==> src/rtl/fp_ctl_reg.sv <==
module fp_ctl_reg #(
  parameter int XLEN     = 64,
  parameter int FLAG_LSB = 52,
  parameter int FLAG_W   = 6,
  parameter int EVT_W    = 5,
  parameter int SUM_BIT  = 63,
  parameter int RND_LSB  = 58,
  parameter int DIS_INV  = 49,
  parameter int DIS_DZE  = 50,
  parameter int DIS_OVF  = 51,
  parameter int DIS_UNF  = 61,
  parameter int DIS_INE  = 62,
  parameter int SUMREG_W = 8
) (
  input  logic            clk,
  input  logic            rst_n,
  input  logic            wr_en,
  input  logic [XLEN-1:0] wr_data,
  input  logic            rd_en,
  output logic [XLEN-1:0] rd_data,
  input  logic [EVT_W-1:0] fpu_evt,
  output logic [4:0]      trap_mask,
  output logic [1:0]      fpu_rnd,
  output logic [XLEN-1:0] exc_sum
);

  localparam logic [1:0] RM_NEAR = 2'b00;
  localparam logic [1:0] RM_DOWN = 2'b01;
  localparam logic [1:0] RM_UP   = 2'b10;
  localparam logic [1:0] RM_ZERO = 2'b11;
  localparam logic [SUMREG_W-1:0] SUM_CLR = SUMREG_W'({EVT_W{1'b1}}) << 1;

  logic [FLAG_W-1:0]   flags;
  logic [SUMREG_W-1:0] sum_q;
  logic [1:0]          rnd_field;

  always_ff @(posedge clk) begin
    if (!rst_n)     flags <= '0;
    else if (wr_en) flags <= wr_data[FLAG_LSB +: FLAG_W];
    else            flags <= flags | FLAG_W'(fpu_evt);
  end

  always_ff @(posedge clk) begin
    if (!rst_n) begin
      trap_mask <= '0;
      fpu_rnd   <= RM_NEAR;
    end else if (wr_en) begin
      trap_mask <= {wr_data[DIS_INE], wr_data[DIS_UNF], wr_data[DIS_OVF],
                    wr_data[DIS_DZE], wr_data[DIS_INV]};
      case (wr_data[RND_LSB +: 2])
        2'd0:    fpu_rnd <= RM_ZERO;
        2'd1:    fpu_rnd <= RM_DOWN;
        2'd2:    fpu_rnd <= RM_NEAR;
        default: fpu_rnd <= RM_UP;
      endcase
    end
  end

  always_comb begin
    case (fpu_rnd)
      RM_NEAR: rnd_field = 2'd2;
      RM_DOWN: rnd_field = 2'd1;
      RM_UP:   rnd_field = 2'd3;
      default: rnd_field = 2'd0;
    endcase
  end

  always_comb begin
    rd_data = '0;
    rd_data[FLAG_LSB +: FLAG_W] = flags;
    rd_data[SUM_BIT]            = |flags;
    rd_data[RND_LSB +: 2]       = rnd_field;
    rd_data[DIS_INV]            = trap_mask[0];
    rd_data[DIS_DZE]            = trap_mask[1];
    rd_data[DIS_OVF]            = trap_mask[2];
    rd_data[DIS_UNF]            = trap_mask[3];
    rd_data[DIS_INE]            = trap_mask[4];
  end

  always_ff @(posedge clk) begin
    if (!rst_n)     sum_q <= '0;
    else if (rd_en) sum_q <= (sum_q & ~SUM_CLR) | (SUMREG_W'(flags) << 1);
  end

  assign exc_sum = XLEN'(sum_q);

  assert_write_load_R2: assert property (@(posedge clk) disable iff (!rst_n)
    wr_en |=> rd_data[FLAG_LSB +: FLAG_W] == $past(wr_data[FLAG_LSB +: FLAG_W]));

  assert_sticky_R3: assert property (@(posedge clk) disable iff (!rst_n)
    !wr_en |=> rd_data[FLAG_LSB +: FLAG_W] ==
               ($past(rd_data[FLAG_LSB +: FLAG_W]) | FLAG_W'($past(fpu_evt))));

  assert_sum_load_R6: assert property (@(posedge clk) disable iff (!rst_n)
    rd_en |=> exc_sum[EVT_W:1] == $past(rd_data[FLAG_LSB +: EVT_W]));

  assert_sum_hold_R6: assert property (@(posedge clk) disable iff (!rst_n)
    !rd_en |=> $stable(exc_sum));

  assert_cfg_hold_R7: assert property (@(posedge clk) disable iff (!rst_n)
    !wr_en |=> $stable(trap_mask) && $stable(fpu_rnd));

endmodule

==> config.mk <==
export PLATFORM = sky130hd
export DESIGN_NAME = fp_ctl_reg
export DESIGN_NICKNAME = d
export VERILOG_FILES = /design/src/rtl/fp_ctl_reg.sv
export SDC_FILE = /design/constraint.sdc
export NUM_CORES = 1
export LEC_CHECK = 0
export BUFFER_PORTS_ARGS = -buffer_cell sky130_fd_sc_hd__buf_2
export CORE_AREA = 2 2 81 83
export DETAILED_ROUTE_END_ITERATION = 16
export DIE_AREA = 0 0 83 85
export HOLD_SLACK_MARGIN = 0.03
export MAX_ROUTING_LAYER = met4
export PLACE_DENSITY_LB_ADDON = 0.1
export REMOVE_ABC_BUFFERS = 1
export SETUP_SLACK_MARGIN = 0.05
export SYNTH_ARGS = -nofsm -noshare
export SYNTH_HDL_FRONTEND = slang
export SYNTH_SLANG_ARGS = --single-unit
==> constraint.sdc <==
create_clock -name clk -period 1.3 [get_ports clk]
set_input_delay 0.195 -clock clk [delete_from_list [all_inputs] [get_ports clk]]
set_output_delay 0.195 -clock clk [all_outputs]
set_load 0.01 [all_outputs]
==> key figures, run 1 <==
Layout
  • Fraction of layout cells with a size suffix above 1: 28.2%
  • NumNets Final: 317
  • Diodes inserted: 0
  • Area growth, synth to finish: -0.820%
  • Final instance area: 0.00166 mm^2

Global route
  • Initial antenna violation count: 0
  • Total track usage: 7.09%
  • First-pass GRT wire length: 3820 um
  • Vias in the first global route: 750
  • Gr ovfl total: 0
  • Largest net degree at the start of global routing: 21

Detailed routing
  • Post-route antenna net violation count: 0
  • DR iter-0 viols: 19
  • Drt first pass iters: 3
  • Drt total wl: 2720 um
  • Via count: 990
  • Routed vias/inst: 3.14
  • DR WL/cell: 8.64 um
  • # DRC: 0

Critical path
  • Worst Path Arrival: about 1.2 ns
  • Max incr delay on CP: 0.38 ns
  • Data required, critical path: 1.11 ns
  • CP Cell Sequence: inv_2 > ha_2 > or2_4 > buf_6
  • CP top delay family: flip-flops
  • CP bufs+invs: 2
  • Critical path class: flip-flop to primary output
  • Slowest cell on crit path: dfxtp_4
  • CP Launch Type: flip-flop
  • Critical Path Fanout Max: 3
  • Crit path capture type: primary output

Logic synthesis
  • Netlist cell types: 19
  • Synth top area share: 51.0%
  • Post-synthesis async set-or-reset flop share: 0%
  • Cell taking the most area after synthesis: buf_4
  • Synthesized flop and latch total: 19
  • Most numerous cell in the Yosys netlist: buf_4
  • Cell count after synthesis: 191
  • EDFF count, synth: 0
  • Area contributors post-synth: buf_4 51%, dfxtp_1 23%, mux2i_1 6.6%
  • Mapped cell area: 0.00168 mm^2
  • Top_reg_cell synth: dfxtp_1
  • Post-synth top cells: 114 x buf_4, 19 x dfxtp_1, 12 x nor2b_1
  • Synth warn: 0
  • Average instance area after synthesis: 8.78 um^2
  • Seq/Total Area, Yosys: 22.7%

Floorplan
  • Initial core utilization: 27.0%
  • Die area: 0.00706 mm^2
  • Std-Cell Rows: 29
  • Io pins: about 210
  • Die H: 85 um
  • Core Region: 0.00620 mm^2
  • Die width: 83 um

CTS
  • Skew-Pair Late Insertion Delay: between 0.2 and 0.3 ns
  • CTS sink cnt: 19
  • CTS buffer count: 3
  • Clock transition at the registers of the reported paths: 0.08 ns
  • TritonCTS clock tree: done
  • Root Buffer: clkbuf_8
  • CTS H-tree lvls: 1
  • Clock Path Buffers: 2

STA
  • RSZ-0062 raised after global routing: true
  • Worst hold margin: 0.164 ns
  • Final-report hold violation count: 0
  • Setup TNS: -0.0527 ns
  • PnR worst setup slack: -0.0527 ns
  • Fin crit share: 104%
  • Max-slew violation count: 0
  • Worst Skew: 0.00252 ns
  • Setup violators final: 1
  • Crit path time final: approximately 1.4 ns
  • Highest Clock Rate: 739 MHz

Power and ir drop
  • Design Power: roughly 1.5 mW
  • Cell Pwr Density: approximately 890 mW/mm^2
  • LEAKAGE: 0.975 nW
  • Maximum vdd ir drop: 0.000267 V

Placed design
  • Global placement routability congestion: 0.596
  • PortBufs: 48
  • Dpl hpwl: between 2000 and 2500 um
  • Placed inst area: 0.00153 mm^2
  • Placement Setup Slack: between 0.08 and 0.09 ns

Outcome
  • Failing checks: negative setup slack
  • Status: complete, but fails checks

Worst hold path
  • Hold Path Class: primary input to flip-flop

Run
  • # Max-Cap Violations: 0
-- worst register-to-register path, delay by kind of cell (launching register included) --
family	cells	cell delay, ns
compound gates	1	0.12
buf+inv	4	0.41
flops	1	0.34
simple gates	1	0.13
-- cell type report --
class	instances	area (um^2)
Fill cell	708	4540
Multi-Input combinational cell	157	820
Sequential cell	19	390
Timing Repair Buffer	54	298
Tap cell	77	96.3
Clock buffer	4	45.0
Inverter	4	15.0
-- registers in the layout, summed over array words and instances, names as in the netlist --
signal,flops
trap_mask,5
flags,6
sum_q,6
fpu_rnd,2
-- power by group --
group	leakage [nW]	internal, mW	switching [mW]
clock network	0.0228	0.218	0.212
registers	0.159	0.619	0.0316
logic	0.794	0.138	0.256
total	0.975	0.975	0.500
-- cell families after synthesis --
group | count (synthesis) | synth area share (%)
and+or+nand+nor | 25 | 8.73
muxes | 11 | 6.56
AOI/OAI and AO/OA | 8 | 4.25
buffers and inverters | 122 | 53.8
adders and majority gates | 5 | 3.73
other | 1 | 0.223
DFF | 19 | 22.7
-- layout by cell type (no fill, tap or decap), types with 3 or more instances in the layout --
| cell | instances |
|---|---|
| conb_1 | 108 |
| buf_2 | 46 |
| dfxtp_1 | 15 |
| nor2b_1 | 12 |
| mux2i_1 | 11 |
| nand2b_1 | 6 |
| buf_4 | 6 |
| o311a_1 | 5 |
| ha_1 | 3 |
| clkbuf_8 | 3 |
-- layer usage --
layer  routed length (um)  global-route usage (%)  vias up
met5                    0                       -        -
met4                   28                    3.13        0
met3                  271                    1.85        4
met2                 1310                    10.9       87
met1                 1110                    8.82      426
li1                     -                       -      473
-- path summary, 6_finish.rpt --
path / from / to / slack [ns] / cells past startpoint
worst max-delay path: fpu_rnd[1] / rd_data[59] / -0.05 / 4
worst min register to register: sum_q[6] / sum_q[6] / 0.49 / 2
worst min-delay path: fpu_evt[0] / flags[0] / 0.16 / 2
worst max register to register: fpu_rnd[0] / fpu_rnd[0] / 0.24 / 6
-- through the flow --
step           utilization [%]  std cells
6_report                  26.8        315
5_1_grt                   26.8        315
3_5_place_dp              24.6        305
4_1_cts                   26.5        314
3_3_place_gp              24.6        305
2_1_floorplan                -        180
-- timing repair --
action                     in CTS  in global routing
gates resized for setup        12                  3
setup endpoints to repair       3                  3
pin swaps                       3                  2
setup buffers                   5                  1
hold buffers                    0                  0
No activity file was read; power rests on OpenSTA's default activity.
==> run 2: changes to the inputs <==
==> constraint.sdc (replaced) <==
create_clock -name clk -period 1.3 [get_ports clk]
set_input_delay 0.065 -clock clk [delete_from_list [all_inputs] [get_ports clk]]
set_output_delay 0.065 -clock clk [all_outputs]
set_load 0.01 [all_outputs]
==> run 2 against run 1 <==
Effect of this change:
- final area rose by 0.23%
- the run now ends clean
- via count did not move
- clock skew barely moved
- flip-flop and latch count did not move
- largest cell class unchanged
- routed wire length fell by 1.2%
==> key figures, run 2 (synthesized netlist as in run 1, its figures left out) <==
Outcome
  • Status: complete, no violations (was complete, but fails checks)

STA
  • Fin crit share: 93.8% (was 104%)
  • RSZ-0062 raised after global routing: true (unchanged)
  • Setup violators final: 0 (was 1)
  • Max-slew violation count: 0 (unchanged)
  • Setup TNS: 0 ns (was -0.0527 ns)
  • Final-report hold violation count: 0 (unchanged)
  • Crit path time final: 1.22 ns (was 1.35 ns)
  • Worst Skew: 0.00283 ns (was 0.00252 ns)
  • Highest Clock Rate: 820 MHz (was 739 MHz)

CTS
  • Root Buffer: clkbuf_8 (unchanged)
  • TritonCTS clock tree: done (unchanged)
  • CTS sink cnt: 19 (unchanged)
  • Skew-Pair Late Insertion Delay: 0.26 ns (about the same)
  • CTS buffer count: 3 (unchanged)
  • CTS H-tree lvls: 1 (unchanged)
  • Clock Path Buffers: 2 (unchanged)
  • Clock transition at the registers of the reported paths: 0.08 ns (about the same)

Layout
  • Diodes inserted: 0 (unchanged)
  • Top Registers: flags (6), sum_q (6), trap_mask (5) (unchanged)
  • Fraction of layout cells with a size suffix above 1: 26.4% (was 28.2%)
  • Commonest non-fill, non-tap cell in the layout: conb_1 (unchanged)
  • Fillers: 699 (was 708)
  • Area growth, synth to finish: -0.597% (was -0.820%)
  • NumNets Final: 318 (was 317)
  • Register area: 385 um^2 (was 390 um^2)
  • Commonest non-fill, non-tap cells in the layout: 108 x conb_1, 47 x buf_2, 17 x dfxtp_1 (was 108 x conb_1, 46 x buf_2, 15 x dfxtp_1)
  • Area of the multi-input gates: 820 um^2 (unchanged)
  • Final core occ: 26.9% (was 26.8%)

Global route
  • First-pass GRT wire length: 3780 um (was 3820 um)
  • Initial antenna violation count: 0 (unchanged)
  • Total track usage: 7.01% (was 7.09%)
  • Largest net degree at the start of global routing: 21 (unchanged)
  • Gr ovfl total: 0 (unchanged)
  • Vias in the first global route: 732 (was 750)

Detailed routing
  • Drt first pass iters: 3 (unchanged)
  • DR WL/cell: 8.51 um (was 8.64 um)
  • DR iter-0 viols: 9 (was 19)
  • Drt total wl: 2690 um (was 2720 um)
  • Routed vias/inst: 3.13 (was 3.14)
  • # DRC: 0 (unchanged)
  • Via count: 990 (unchanged)
  • Post-route antenna net violation count: 0 (unchanged)

Critical path
  • Worst reg2reg path startpoint: fpu_rnd[0] (unchanged)
  • Critical path class: flip-flop to primary output (unchanged)
  • CP startpoint: fpu_rnd[1] (unchanged)
  • Data required, critical path: 1.24 ns (was 1.11 ns)
  • Crit path capture type: primary output (unchanged)
  • Critical Path Fanout Max: 3 (unchanged)
  • CP Launch Type: flip-flop (unchanged)
  • Worst Path Arrival: 1.15 ns (was 1.16 ns)

Power and ir drop
  • Design Power: 1.47 mW (about the same)
  • Cell Pwr Density: 881 mW/mm^2 (was 886 mW/mm^2)
  • LEAKAGE: 0.976 nW (was 0.975 nW)
  • Maximum vdd ir drop: 0.000266 V (was 0.000267 V)

Floorplan
  • Std-Cell Rows: 29 (unchanged)
  • Die width: 83 um (unchanged)
  • Core Region: 0.00620 mm^2 (unchanged)
  • Io pins: 208 (unchanged)
  • Initial core utilization: 27.0% (unchanged)
  • Die H: 85 um (unchanged)
  • Die area: 0.00706 mm^2 (unchanged)

Worst hold path
  • Hold path start: fpu_evt[4] (was fpu_evt[0])
  • Hold Path Class: primary input to flip-flop (unchanged)

Placed design
  • Global placement routability congestion: 0.596 (unchanged)
  • PortBufs: 48 (unchanged)
  • Dpl hpwl: 2070 um (unchanged)

Run
  • # Max-Cap Violations: 0 (unchanged)
## run 2: changes by cell type in the layout (fill, tap and decap cells not counted), sizes merged
cell	before	now
buf	54	52
dlygate4sd3	0	3
## run 2: routing by layer
metal | global-route usage, % | share of wire (%)
met5 | - | 0
met4 | 3.13 | 1.0
met3 | 1.85 | 10
met2 | 10.7 | 48
met1 | 8.70 | 41
## run 2: cell type report
class / instances / share of cell area, %
sequential: 19 / 23.1
tap: 77 / 5.78
inverter: 4 / 0.900
timing repair buffer: 55 / 18.4
multi-input combinational: 157 / 49.1
clock buffer: 4 / 2.70
## run 2: power breakdown
part,internal (mW),total (mW),switching (mW)
Combinational,0.133,0.387,0.254
Clock,0.218,0.430,0.212
Sequential,0.619,0.651,0.0327
Total,0.970,1.47,0.499
## run 2: path summary, 6_finish.rpt
check | endpoint | slack, ns | depth (start not counted)
hold reg to reg | sum_q[6] | 0.49 | 2
setup reg to reg | fpu_rnd[0] | 0.36 | 5
setup / recovery | rd_data[59] | 0.08 | 4
hold / removal | flags[4] | 0.04 | 2
## run 2: worst max-delay path, cell delays in order, from the launching register on
cell     delay [ns]
dfxtp_4        0.38
inv_2          0.03
ha_2           0.15
or2_4          0.22
buf_6          0.12
## run 2: timing repair
| item | 4_1_cts | 5_1_grt |
|---|---|---|
| setup endpoints to repair | 1 | 2 |
| buffers inserted | 3 | 1 |
| endpoints found under the hold margin | 3 | 0 |
| pin swaps | 1 | 0 |
| hold buffers | 3 | 0 |
| gates resized for setup | 6 | 5 |
## run 2: metrics by stage
step                hold slack (ns)  std cells  cell area, um^2  worst slack [ns]
finish                       0.0426        316             1670            0.0808
global route                 0.0460        316             1670            0.0347
CTS                          0.0327        315             1640            0.0577
detailed placement            0.302        305             1530             0.217
global placement              0.309        305             1530             0.218
floorplan                     0.187        180             1190             0.308
==> run 3: changes to the inputs <==
--- a/config.mk
+++ b/config.mk
@@ -5,6 +5,7 @@
 export SDC_FILE = /design/constraint.sdc
 export NUM_CORES = 1
 export LEC_CHECK = 0
+export ABC_AREA = 1
 export BUFFER_PORTS_ARGS = -buffer_cell sky130_fd_sc_hd__buf_2
 export CORE_AREA = 2 2 81 83
 export DETAILED_ROUTE_END_ITERATION = 16
==> run 3 against run 2 <==
Effect of this change:
- sequential power increased by 1%
- highest routed layer unchanged
- largest power group unchanged
- largest cell class unchanged
- critical endpoint unchanged
- core utilization unchanged
- clock skew decreased by 0.0018 ns
- worst setup slack improved by 0.0029 ns
- clock-buffer cell count decreased by 1
- flip-flop and latch count unchanged
- sequential share of layout area unchanged
- area after synthesis decreased by 3.6%
==> key figures, run 3 <==
Outcome
  • Status: complete, no violations (unchanged)

Logic synthesis
  • Seq/Total Area, Yosys: 23.5% (was 22.7%)
  • Mapped cell area: 0.00162 mm^2 (was 0.00168 mm^2)
  • Most numerous cell in the Yosys netlist: buf_4 (unchanged)
  • Area contributors post-synth: buf_4 53%, dfxtp_1 24%, nor2_1 7.2% (was buf_4 51%, dfxtp_1 23%, mux2i_1 6.6%)
  • Cell taking the most area after synthesis: buf_4 (unchanged)
  • Average instance area after synthesis: 7.74 um^2 (was 8.78 um^2)
  • Synthesized flop and latch total: 19 (unchanged)
  • Synth warn: 0 (unchanged)
  • Netlist cell types: 14 (was 19)
  • Top_reg_cell synth: dfxtp_1 (unchanged)
  • Synth top area share: 52.9% (was 51.0%)
  • EDFF count, synth: 0 (unchanged)
  • Post-synth top cells: 114 x buf_4, 31 x nor2_1, 19 x dfxtp_1 (was 114 x buf_4, 19 x dfxtp_1, 12 x nor2b_1)
  • Cell count after synthesis: 209 (was 191)
  • Post-synthesis async set-or-reset flop share: 0% (unchanged)

CTS
  • Skew-Pair Late Insertion Delay: 0.26 ns (about the same)
  • TritonCTS clock tree: done (unchanged)
  • Clock transition at the registers of the reported paths: 0.07 ns (was 0.08 ns)
  • Root Buffer: clkbuf_8 (unchanged)
  • CTS buffer count: 3 (unchanged)
  • Clock Path Buffers: 2 (unchanged)
  • CTS sink cnt: 19 (unchanged)
  • CTS H-tree lvls: 1 (unchanged)

Power and ir drop
  • Maximum vdd ir drop: 0.000312 V (was 0.000266 V)
  • Net Sw Frac: 34.7% (was 34.0%)
  • Sequential share of power: 44.2% (was 44.3%)
  • Internal power: 0.971 mW (was 0.970 mW)
  • Sw power: 0.516 mW (was 0.499 mW)
  • Clock power frac: 28.3% (was 29.3%)
  • LEAKAGE: 0.969 nW (was 0.976 nW)
  • Combinational fraction of design power: 27.5% (was 26.4%)
  • Cell Pwr Density: 891 mW/mm^2 (was 881 mW/mm^2)

Placed design
  • PortBufs: 48 (unchanged)
  • Global placement routability congestion: 0.639 (was 0.596)
  • Dpl hpwl: 2230 um (was 2070 um)

Floorplan
  • Die width: 83 um (unchanged)
  • Io pins: 208 (unchanged)
  • Die area: 0.00706 mm^2 (unchanged)
  • Core Region: 0.00620 mm^2 (unchanged)
  • Initial core utilization: 26.1% (was 27.0%)
  • Die H: 85 um (unchanged)
  • Std-Cell Rows: 29 (unchanged)

STA
  • RSZ-0062 raised after global routing: true (unchanged)
  • Max-slew violation count: 0 (unchanged)
  • Crit path time final: 1.22 ns (about the same)
  • Worst hold margin: 0.0441 ns (was 0.0426 ns)
  • Setup violators final: 0 (unchanged)
  • Highest Clock Rate: 822 MHz (was 820 MHz)
  • Setup TNS: 0 ns (unchanged)
  • Fin crit share: 93.6% (was 93.8%)
  • Final-report hold violation count: 0 (unchanged)
  • Worst Skew: 0.000990 ns (was 0.00283 ns)

Critical path
  • Worst Path Arrival: 1.15 ns (about the same)
  • Crit path capture type: primary output (unchanged)
  • Critical Path Fanout Max: 4 (was 3)
  • Slowest cell on crit path: dfxtp_4 (unchanged)
  • Max incr delay on CP: 0.37 ns (was 0.38 ns)
  • Critical path class: flip-flop to primary output (unchanged)
  • CP Cell Sequence: inv_4 > ha_4 > or2_4 > buf_6 (was inv_2 > ha_2 > or2_4 > buf_6)
  • Data required, critical path: 1.24 ns (about the same)
  • CP top delay family: flip-flops (unchanged)
  • CP bufs+invs: 2 (unchanged)
  • CP Launch Type: flip-flop (unchanged)

Detailed routing
  • DR WL/cell: 8.33 um (was 8.51 um)
  • # DRC: 0 (unchanged)
  • Via count: 1,100 (was 990)
  • Post-route antenna net violation count: 0 (unchanged)
  • Drt first pass iters: 4 (was 3)
  • Drt total wl: 2840 um (was 2690 um)
  • DR iter-0 viols: 33 (was 9)
  • Routed vias/inst: 3.23 (was 3.13)

Global route
  • Initial antenna violation count: 0 (unchanged)
  • Total track usage: 7.30% (was 7.01%)
  • Vias in the first global route: 788 (was 732)
  • Largest net degree at the start of global routing: 20 (was 21)
  • First-pass GRT wire length: 3950 um (was 3780 um)
  • Gr ovfl total: 0 (unchanged)

Layout
  • Area growth, synth to finish: 3.09% (was -0.597%)
  • Diodes inserted: 0 (unchanged)
  • NumNets Final: 343 (was 318)
  • Commonest non-fill, non-tap cell in the layout: conb_1 (unchanged)
  • Fillers: 708 (was 699)
  • Commonest non-fill, non-tap cells in the layout: 108 x conb_1, 47 x buf_2, 31 x nor2_1 (was 108 x conb_1, 47 x buf_2, 17 x dfxtp_1)
  • Top Registers: flags (6), sum_q (6), trap_mask (5) (unchanged)
  • Fraction of layout cells with a size suffix above 1: 23.9% (was 26.4%)

Run
  • # Max-Cap Violations: 0 (unchanged)

Worst hold path
  • Hold Path Class: primary input to flip-flop (unchanged)
==> run 3: cell count changes after synthesis, sizes merged, moves of 4 or more <==
cell    change
inv         +4
mux2i      -11
nand2b      -6
nor2       +29
nor2b      -12
nor3        +5
o21ai      +19
o311a       -5
==> run 3: final cells by class <==
type / instances / area (um^2) / share of cell area [%]
tap: 77 / 96.3 / 5.78
inverter: 8 / 32.5 / 1.95
clock buffer: 3 / 41.3 / 2.48
clock inverter: 1 / 5.00 / 0.300
multi-input combinational: 173 / 748 / 44.9
sequential: 19 / 385 / 23.1
timing repair buffer: 60 / 359 / 21.5
==> run 3: cell families after synthesis <==
| logic type | synth area share, % |
|---|---|
| simple gates | 9.44 |
| fa+ha+maj | 3.87 |
| buf+inv | 56.1 |
| other cells | 0.232 |
| compound gates | 6.81 |
| flops | 23.5 |
==> run 3: path summary, 6_finish.rpt <==
| path | from | to | slack, ns | cells after the start |
|---|---|---|---|---|
| max reg2reg | fpu_rnd[0] | fpu_rnd[0] | 0.55 | 3 |
| min | wr_data[50] | trap_mask[1] | 0.04 | 3 |
| max | fpu_rnd[1] | rd_data[59] | 0.08 | 4 |
| min reg2reg | sum_q[6] | sum_q[6] | 0.47 | 2 |
==> run 3: stage by stage <==
step | total power [mW] | instance area, um^2 | instances | utilization [%] | worst slack, ns
2_1_floorplan | 0.902 | 1140 | 200 | - | 0.306
6_report | 1.49 | 1670 | 341 | 26.9 | 0.0837
3_5_place_dp | 1.04 | 1490 | 326 | 23.9 | 0.236
4_1_cts | 1.51 | 1640 | 340 | 26.4 | 0.0501
3_3_place_gp | 1.04 | 1490 | 326 | 23.9 | 0.244
5_1_grt | 1.60 | 1670 | 341 | 26.9 | 0.0427
==> run 3: timing repair <==
item / in CTS / in global routing
hold buffers: 9 / 0
endpoints found under the hold margin: 9 / 0
cloned: 0 / 0
buffers inserted: 1 / 1
resized for setup: 6 / 5
endpoints found under the setup margin: 1 / 1
pin swaps: 1 / 2
==> run 3: tightest hold or removal path, cell delays in order <==
cell    delay (ns)
buf_2         0.07
nor2_1        0.03
nor2_1        0.09
==> run 3: layer usage <==
layer / track usage [%] / up-vias / wire length [um]
met5: - / - / 0
met4: 1.79 / 0 / 19
met3: 2.63 / 2 / 303
met2: 11.1 / 89 / 1290
met1: 9.23 / 472 / 1230
li1: - / 537 / -
==> run 3: power by group through the flow <==
stage	Sequential, mW	Clock, mW	Combinational, mW
2_1_floorplan	0.690	0	0.212
3_3_place_gp	0.671	0	0.366
3_5_place_dp	0.671	0	0.365
4_1_cts	0.659	0.456	0.398
5_1_grt	0.664	0.477	0.456
6_report	0.658	0.421	0.408
